<file path="config.mk">
export PLATFORM = sky130hd
export DESIGN_NAME = keyed_watchdog
export DESIGN_NICKNAME = d
export VERILOG_FILES = /design/src/rtl/kwd_pkg.sv /design/src/rtl/kwd_regs.sv /design/src/rtl/kwd_counter.sv /design/src/rtl/keyed_watchdog.sv
export SDC_FILE = /design/constraint.sdc
export NUM_CORES = 1
export LEC_CHECK = 0
export CAP_MARGIN = 40
export CELL_PAD_IN_SITES_DETAIL_PLACEMENT = 1
export CELL_PAD_IN_SITES_GLOBAL_PLACEMENT = 1
export CORE_UTILIZATION = 41
export CTS_CLUSTER_DIAMETER = 120
export DETAILED_ROUTE_END_ITERATION = 16
export DONT_BUFFER_PORTS = 1
export GPL_ROUTABILITY_DRIVEN = 0
export HOLD_SLACK_MARGIN = 0.05
export PLACE_DENSITY_LB_ADDON = 0.1
export SYNTH_ARGS = -nofsm -noshare
export SYNTH_HDL_FRONTEND = slang
export SYNTH_SLANG_ARGS = --single-unit
</file>
<file path="constraint.sdc">
create_clock -name clk -period 2.7 [get_ports clk]
set_input_delay 0.405 -clock clk [delete_from_list [all_inputs] [get_ports clk]]
set_output_delay 0.405 -clock clk [all_outputs]
set_load 0.005 [all_outputs]
</file>
<file path="src/rtl/kwd_pkg.sv">
package kwd_pkg;

  // Register select taken from address bits [3:2].
  typedef enum logic [1:0] {
    SEL_CTRL  = 2'd0,
    SEL_RANGE = 2'd1,
    SEL_COUNT = 2'd2,
    SEL_KICK  = 2'd3
  } kwd_sel_e;

  // Word that must be written to the restart register to reload the counter.
  localparam logic [31:0] KWD_KICK_KEY = 32'h0000_0076;

endpackage

</file>
<file path="src/rtl/kwd_regs.sv">
module kwd_regs
  import kwd_pkg::*;
#(
  parameter int DATA_W  = 32,
  parameter int ADDR_W  = 4,
  parameter int RANGE_W = 4
) (
  input  logic               clk,
  input  logic               rst_n,
  input  logic [ADDR_W-1:0]  bus_addr,
  input  logic               bus_wr_en,
  input  logic [DATA_W-1:0]  bus_wr_data,
  input  logic               cnt_zero,
  output logic               en_o,
  output logic [RANGE_W-1:0] range_o,
  output logic               load_o
);

  localparam logic [DATA_W-1:0] KEY_W = DATA_W'(KWD_KICK_KEY);

  kwd_sel_e   sel;
  logic       en_q;
  logic [RANGE_W-1:0] range_q;
  logic       wr_ctrl, wr_range, wr_kick;
  logic       start_evt, kick_evt;

  assign sel      = kwd_sel_e'(bus_addr[3:2]);
  assign wr_ctrl  = bus_wr_en && (sel == SEL_CTRL);
  assign wr_range = bus_wr_en && (sel == SEL_RANGE);
  assign wr_kick  = bus_wr_en && (sel == SEL_KICK);

  // Enable only ever goes from 0 to 1; a second set while running is a no-op.
  assign start_evt = wr_ctrl && bus_wr_data[0] && !en_q;
  // The key reloads only a live counter; a disabled or expired one ignores it.
  assign kick_evt  = wr_kick && (bus_wr_data == KEY_W) && en_q && !cnt_zero;
  assign load_o    = start_evt || kick_evt;

  always_ff @(posedge clk) begin
    if (!rst_n) begin
      en_q    <= 1'b0;
      range_q <= '0;
    end else begin
      if (start_evt) en_q    <= 1'b1;
      if (wr_range)  range_q <= bus_wr_data[RANGE_W-1:0];
    end
  end

  assign en_o    = en_q;
  assign range_o = range_q;

endmodule

</file>
<file path="src/rtl/kwd_counter.sv">
module kwd_counter #(
  parameter int CNT_W    = 32,
  parameter int RANGE_W  = 4,
  parameter int EXP_BASE = 16
) (
  input  logic               clk,
  input  logic               rst_n,
  input  logic               en,
  input  logic [RANGE_W-1:0] range,
  input  logic               load,
  output logic [CNT_W-1:0]   cnt_o,
  output logic               cnt_zero_o,
  output logic               timeout_o
);

  localparam logic [CNT_W-1:0] ONE = CNT_W'(1);

  logic [CNT_W-1:0] cnt_q;
  logic [CNT_W-1:0] period;
  logic             to_q;

  // The period is one set bit at position EXP_BASE + range.
  assign period = ONE << (EXP_BASE + int'(range));

  always_ff @(posedge clk) begin
    if (!rst_n) begin
      cnt_q <= '0;
      to_q  <= 1'b0;
    end else if (load) begin
      cnt_q <= period;
    end else if (en && (cnt_q != '0)) begin
      cnt_q <= cnt_q - ONE;
      if (cnt_q == ONE) to_q <= 1'b1;
    end
  end

  assign cnt_o      = cnt_q;
  assign cnt_zero_o = (cnt_q == '0);
  assign timeout_o  = to_q;

endmodule

</file>
<file path="src/rtl/keyed_watchdog.sv">
module keyed_watchdog
  import kwd_pkg::*;
#(
  parameter int DATA_W   = 32,
  parameter int ADDR_W   = 4,
  parameter int RANGE_W  = 4,
  parameter int EXP_BASE = 16
) (
  input  logic              clk,
  input  logic              rst_n,
  input  logic [ADDR_W-1:0] bus_addr,
  input  logic              bus_wr_en,
  input  logic [DATA_W-1:0] bus_wr_data,
  output logic [DATA_W-1:0] bus_rd_data,
  output logic              timeout_o
);

  // The counter must hold the largest period, 2^(EXP_BASE + 2^RANGE_W - 1).
  localparam int CNT_W = EXP_BASE + (1 << RANGE_W);

  logic               en_q;
  logic [RANGE_W-1:0] range_q;
  logic               load;
  logic [CNT_W-1:0]   cnt_q;
  logic               cnt_zero;

  kwd_regs #(
    .DATA_W (DATA_W),
    .ADDR_W (ADDR_W),
    .RANGE_W(RANGE_W)
  ) u_regs (
    .clk        (clk),
    .rst_n      (rst_n),
    .bus_addr   (bus_addr),
    .bus_wr_en  (bus_wr_en),
    .bus_wr_data(bus_wr_data),
    .cnt_zero   (cnt_zero),
    .en_o       (en_q),
    .range_o    (range_q),
    .load_o     (load)
  );

  kwd_counter #(
    .CNT_W   (CNT_W),
    .RANGE_W (RANGE_W),
    .EXP_BASE(EXP_BASE)
  ) u_cnt (
    .clk       (clk),
    .rst_n     (rst_n),
    .en        (en_q),
    .range     (range_q),
    .load      (load),
    .cnt_o     (cnt_q),
    .cnt_zero_o(cnt_zero),
    .timeout_o (timeout_o)
  );

  always_comb begin
    unique case (kwd_sel_e'(bus_addr[3:2]))
      SEL_CTRL:  bus_rd_data = DATA_W'(en_q);
      SEL_RANGE: bus_rd_data = DATA_W'(range_q);
      SEL_COUNT: bus_rd_data = DATA_W'(cnt_q);
      default:   bus_rd_data = '0;
    endcase
  end

endmodule

</file>
== Word-level counts from Yosys, hierarchy flattened ==
Cells that the tools add are included.
Storage, ports and cells
  bits in registers: 38
  input port bits: 39
  output and inout bits: 33
  word-level logic and storage cells: 33
Cells by class
  $add $sub $neg: 2
  eq/ne operators: 5
  shift-type cells: 1
  multiplexer cells: 3
  bitwise logic cells: 1
  reductions and logical operators: 17
Operators by type and width (number)
  case mux 32 bit (3 select lines): 1
  two-way mux 32 bit: 2
  == test 32 x 1 -> 1 bit (second input constant): 1
  == test 32 x 7 -> 1 bit (second input constant): 1
  zero test 32 bit: 1
  nonzero test 32 bit: 1
  left shift 1 x 32 -> 32 bit (first input constant): 1
  subtractor 32 x 1 -> 32 bit (second input constant): 1
  logical AND 1 bit: 9
  adder 5 x 4 -> 6 bit (first input constant): 1
  == test 2 bit (second input constant): 2
  AND reduction 3 bit: 1
  == test 2 x 1 -> 1 bit (second input constant): 1
  zero test 1 bit: 2
  zero test 2 bit: 1
  nonzero test 2 bit: 1
  logical OR 1 bit: 1
  NOT 1 bit: 1

== Depth between registers and ports, before layout ==
  word-level depth: 8
  gate-level depth with buffers: 9
  gate-level depth less buffers: 8

== Hierarchy ==
From an unflattened synthesis, not the netlist that was laid out.
Unflattened totals
  cells, all modules: 329
  area, all modules: 2658.8 um2
Modules (own cells, without submodules)
  kwd_counter: instances 1, cells an instance 259, area each 2068.2 um2, seq. area each 660.6 um2
  kwd_regs: instances 1, cells an instance 32, area each 302.8 um2, seq. area each 100.1 um2
  keyed_watchdog: instances 1, cells an instance 38, area each 287.8 um2, seq. area each 0.0 um2

== Least setup slack after synthesis ==
OpenSTA, ideal clock, no wires.
  kind: flip-flop to flip-flop
  start: register u_cnt.cnt_q[16] (netlist: u_cnt.cnt_o[16])
  end: register u_cnt.cnt_q[29] (netlist: u_cnt.cnt_o[29])
  setup time: 122 ps
  arrival: 2560 ps
  data required time: 2578 ps
  path slack: 18 ps
  stages on the path, launching flop included: 9
  path buffers: 2
  clock period less this slack: 2682 ps
  cells stage by stage: dfxtp_1 -> or4_1 -> or4_1 -> buf_2 -> or3_1 -> clkbuf_1 -> or4_1 -> a21oi_1 -> o22ai_1
Between the ends
  longest elaborated chain between the ends: 5
  elaborated cells between the ends (all ways): 10
  classes of those cells: add/sub: 1; mux: 2; reduce/logical: 7
Ends and longest elaborated chain
  start: declaration: line kwd_counter.sv:18  | logic [CNT_W-1:0] cnt_q;
  start signal: assignment: line kwd_counter.sv:30  | cnt_q <= period;
  start signal: assignment: line kwd_counter.sv:32  | cnt_q <= cnt_q - ONE;
  branches (longest 5 deep; another with subtractor 32 x 1 -> 32 bit)
Parallel ways; which one is timed is not known. The select of a mux whose other input is x is not followed.
A chain may end at the register's enable or synchronous reset.

== Worst setup path in the final report ==
  start: register u_cnt.cnt_q[20] (netlist: u_cnt.cnt_o[20])
  end: register u_cnt.cnt_q[30] (netlist: u_cnt.cnt_o[30])
The elaborated chain is that of the path after synthesis.

==> run metrics <==
status finished, final reports clean; Tot Pwr roughly 3.9 mW; Flop pwr share 0.194; CP Cell Sequence or4_4 -> or4_4 -> o41a_1 -> nor2_1 -> buf_4 -> buf_4 -> a21oi_1 -> o22ai_1; mean post-synth cell area about 7.5 µm²; Tmin final 2620 ps; Slowest-stage cell, CP or4_4; First DRT Iteration DRCs between 100 and 150; Post-DRT Antenna Nets 0; Setup crit end kind register; Slew Limit Fails 0; Clock Sinks 38; Rel. slew slack 0.511; Post-route DRC 0; Post-Syn Instances approximately 330; met3 usage 0.0354; CTS Hold Bufs 0; ys flop type dfxtp_1; Final period util 0.971; synth top area cells dfxtp_1, and2_1, nor2_1; Critical Path AT roughly 2800 ps; Die Height ~80 µm; CTS HTree Levels 2; top cell type's share of synthesized area 0.305; CP startpoint u_cnt.cnt_o[20]; ys async rst share 0; Clock power frac 0.106; final WL 7900 µm; pin count of the biggest net entering global routing 32; hold slack between 200 and 250 ps; critical path peak fanout 10; Post-synth EDFFs 0; initial core utilization 0.423; DR WL/cell roughly 18 µm; via count ~2,600; cts bufs inserted 5; Cell Rows 28; Synth cell types 51; leakage power roughly 1.1 nW; grt total ovfl 0; post-synth top area cell dfxtp_1; Clk Latency, worst-skew pair 290 ps; IO Count 72; reg2reg start u_cnt.cnt_o[20]; Vias/cell ~6.0; unrepaired setup endpoints after global routing true; count of final setup violators 0; Max VDD drop between 0.5 and 0.6 mV; vias in the first global route between 2,000 and 2,500; final hold vios 0; MaxCap Viol Count 0; Switching Share 0.461; cell area after layout roughly 0.0029 mm²; flop and latch count out of synthesis 38; Int Pwr between 2 and 2.5 mW; fin util 0.490; transition time of the tightest slew-check pin around 730 ps; GR peak layer met2; P_sw 1.80 mW; drt first pass iters 4; setup bufs post-CTS 0; Post-Place Cell Area 0.00275 mm²; min-delay src rst_n; CP Launch Type register; first-pass GRT wire length 12,600 µm; gr usage total 0.256; Hold Crit Class in -> reg; critical path's largest stage delay roughly 580 ps; Synth Cell Area ~0.0025 mm²; Diodes inserted 0; Max Buffers Root-to-Sink 2; Seq/Total Area, Yosys 0.305; Clock Pin Slew Worst Setup and Hold Paths 80 ps; Nets around 390; proportion of power drawn by combinational gates 0.699; DIE AREA around 0.0064 mm²; Layout area overhead 15.6%; grt met2 use 0.430; initial antenna violation count 0; Core ar. between 0.005 and 0.006 mm²; clock skew between 6 and 7 ps; met1 GRT Util 0.342; clock root buffer master clkbuf_8; Die Width roughly 80 µm; Fin Setup TNS 0 ps; CTS tree yes; Worst Path Required about 2900 ps; pwr/cell area about 1400 mW/mm²; IO buf count 0; layout cell share with drive strength beyond 1 0.161; most common cell in the netlist nor2_1; top post-synthesis cells by count nor2_1, dfxtp_1, and2_1; Yosys warnings 0; FMAX around 0.38 GHz; Synthesized Nets roughly 370; crit path kind reg -> reg; Detailed Place HPWL 5810 µm
## power by group through the flow
stage	clock (mW)	sequential, mW	combinational (mW)
global placement	0	0.762	2.50
detailed placement	0	0.769	2.54
floorplan	0	0.760	1.71
finish	0.415	0.759	2.73
global route	0.446	0.774	2.98
CTS	0.423	0.757	2.63
## sequential cells by signal, summed over array words and instances (netlist names)
name / count
u_regs.range_o: 4
u_cnt.cnt_o: 32
u_regs.en_o: 1
u_cnt.timeout_o: 1
## area by class of cell
type,instances,area [µm²]
Fill cell,754,3000
Clock inverter,1,5.00
Clock buffer,7,86.3
Tap cell,75,93.8
Sequential cell,38,761
Timing Repair Buffer,31,233
Inverter,6,22.5
Multi-Input combinational cell,271,1680
## cells in the final DEF, fill, tap and decap left out, types with 3 or more instances in the layout
cell type and count:
or3_4 3, or4_1 7, nand2_1 27, a21oi_1 16
nor2_1 45, mux2i_1 7, or2_2 4, nand3_1 10
o22ai_1 9, a31oi_1 3, clkbuf_8 6, nand2b_1 7
nand4_1 4, inv_1 5, xnor2_1 5, o21ai_0 8
xor2_1 6, nor4_1 11, or4_4 5, nor3_1 17
buf_4 31, or3_1 6, nor4b_1 5, and2_1 29
dfxtp_1 38, a22o_1 3
## stage by stage
step	setup slack, ps	instances
after CTS	32.0	429
after global routing	-4.36	429
final	77.2	429
after global placement	29.3	421
after detailed placement	2.79	421
after floorplan	18.3	333
## worst max-delay path: cells and delay by family (launching register included)
kind | cells | cell delay, ps
DFF | 1 | 320
AOI/OAI and AO/OA | 3 | 630
and+or+nand+nor | 3 | 1250
buffers and inverters | 2 | 330
## path summary, 6_finish.rpt
kind         slack, ps               to  depth (start not counted)
max                 80  u_cnt.cnt_o[30]                          8
max reg2reg         80  u_cnt.cnt_o[30]                          8
min                230  u_cnt.cnt_o[20]                          1
min reg2reg        490  u_cnt.cnt_o[29]                          2
## cell families after synthesis
| logic type | Yosys count | synth area share |
|---|---|---|
| and+or+nand+nor | 192 | 0.417 |
| AOI/OAI and AO/OA | 58 | 0.157 |
| muxes | 8 | 0.0326 |
| DFF | 38 | 0.305 |
| adders and majority gates | 2 | 0.0100 |
| buffers and inverters | 24 | 0.0402 |
| xor gates and xnor gates | 11 | 0.0387 |
## repair_timing
action,CTS,global route
gates resized for setup,2,6
pin swaps,1,1
cloned,0,0
endpoints found under the setup margin,3,13
hold endpoints to repair,0,0
## metal layers
layer,part of all wire,routed length (µm)
met5,0,0
met2,0.48,3750
met4,0.012,96
met3,0.043,338
met1,0.47,3710
Power figures use the tool's default switching activity.
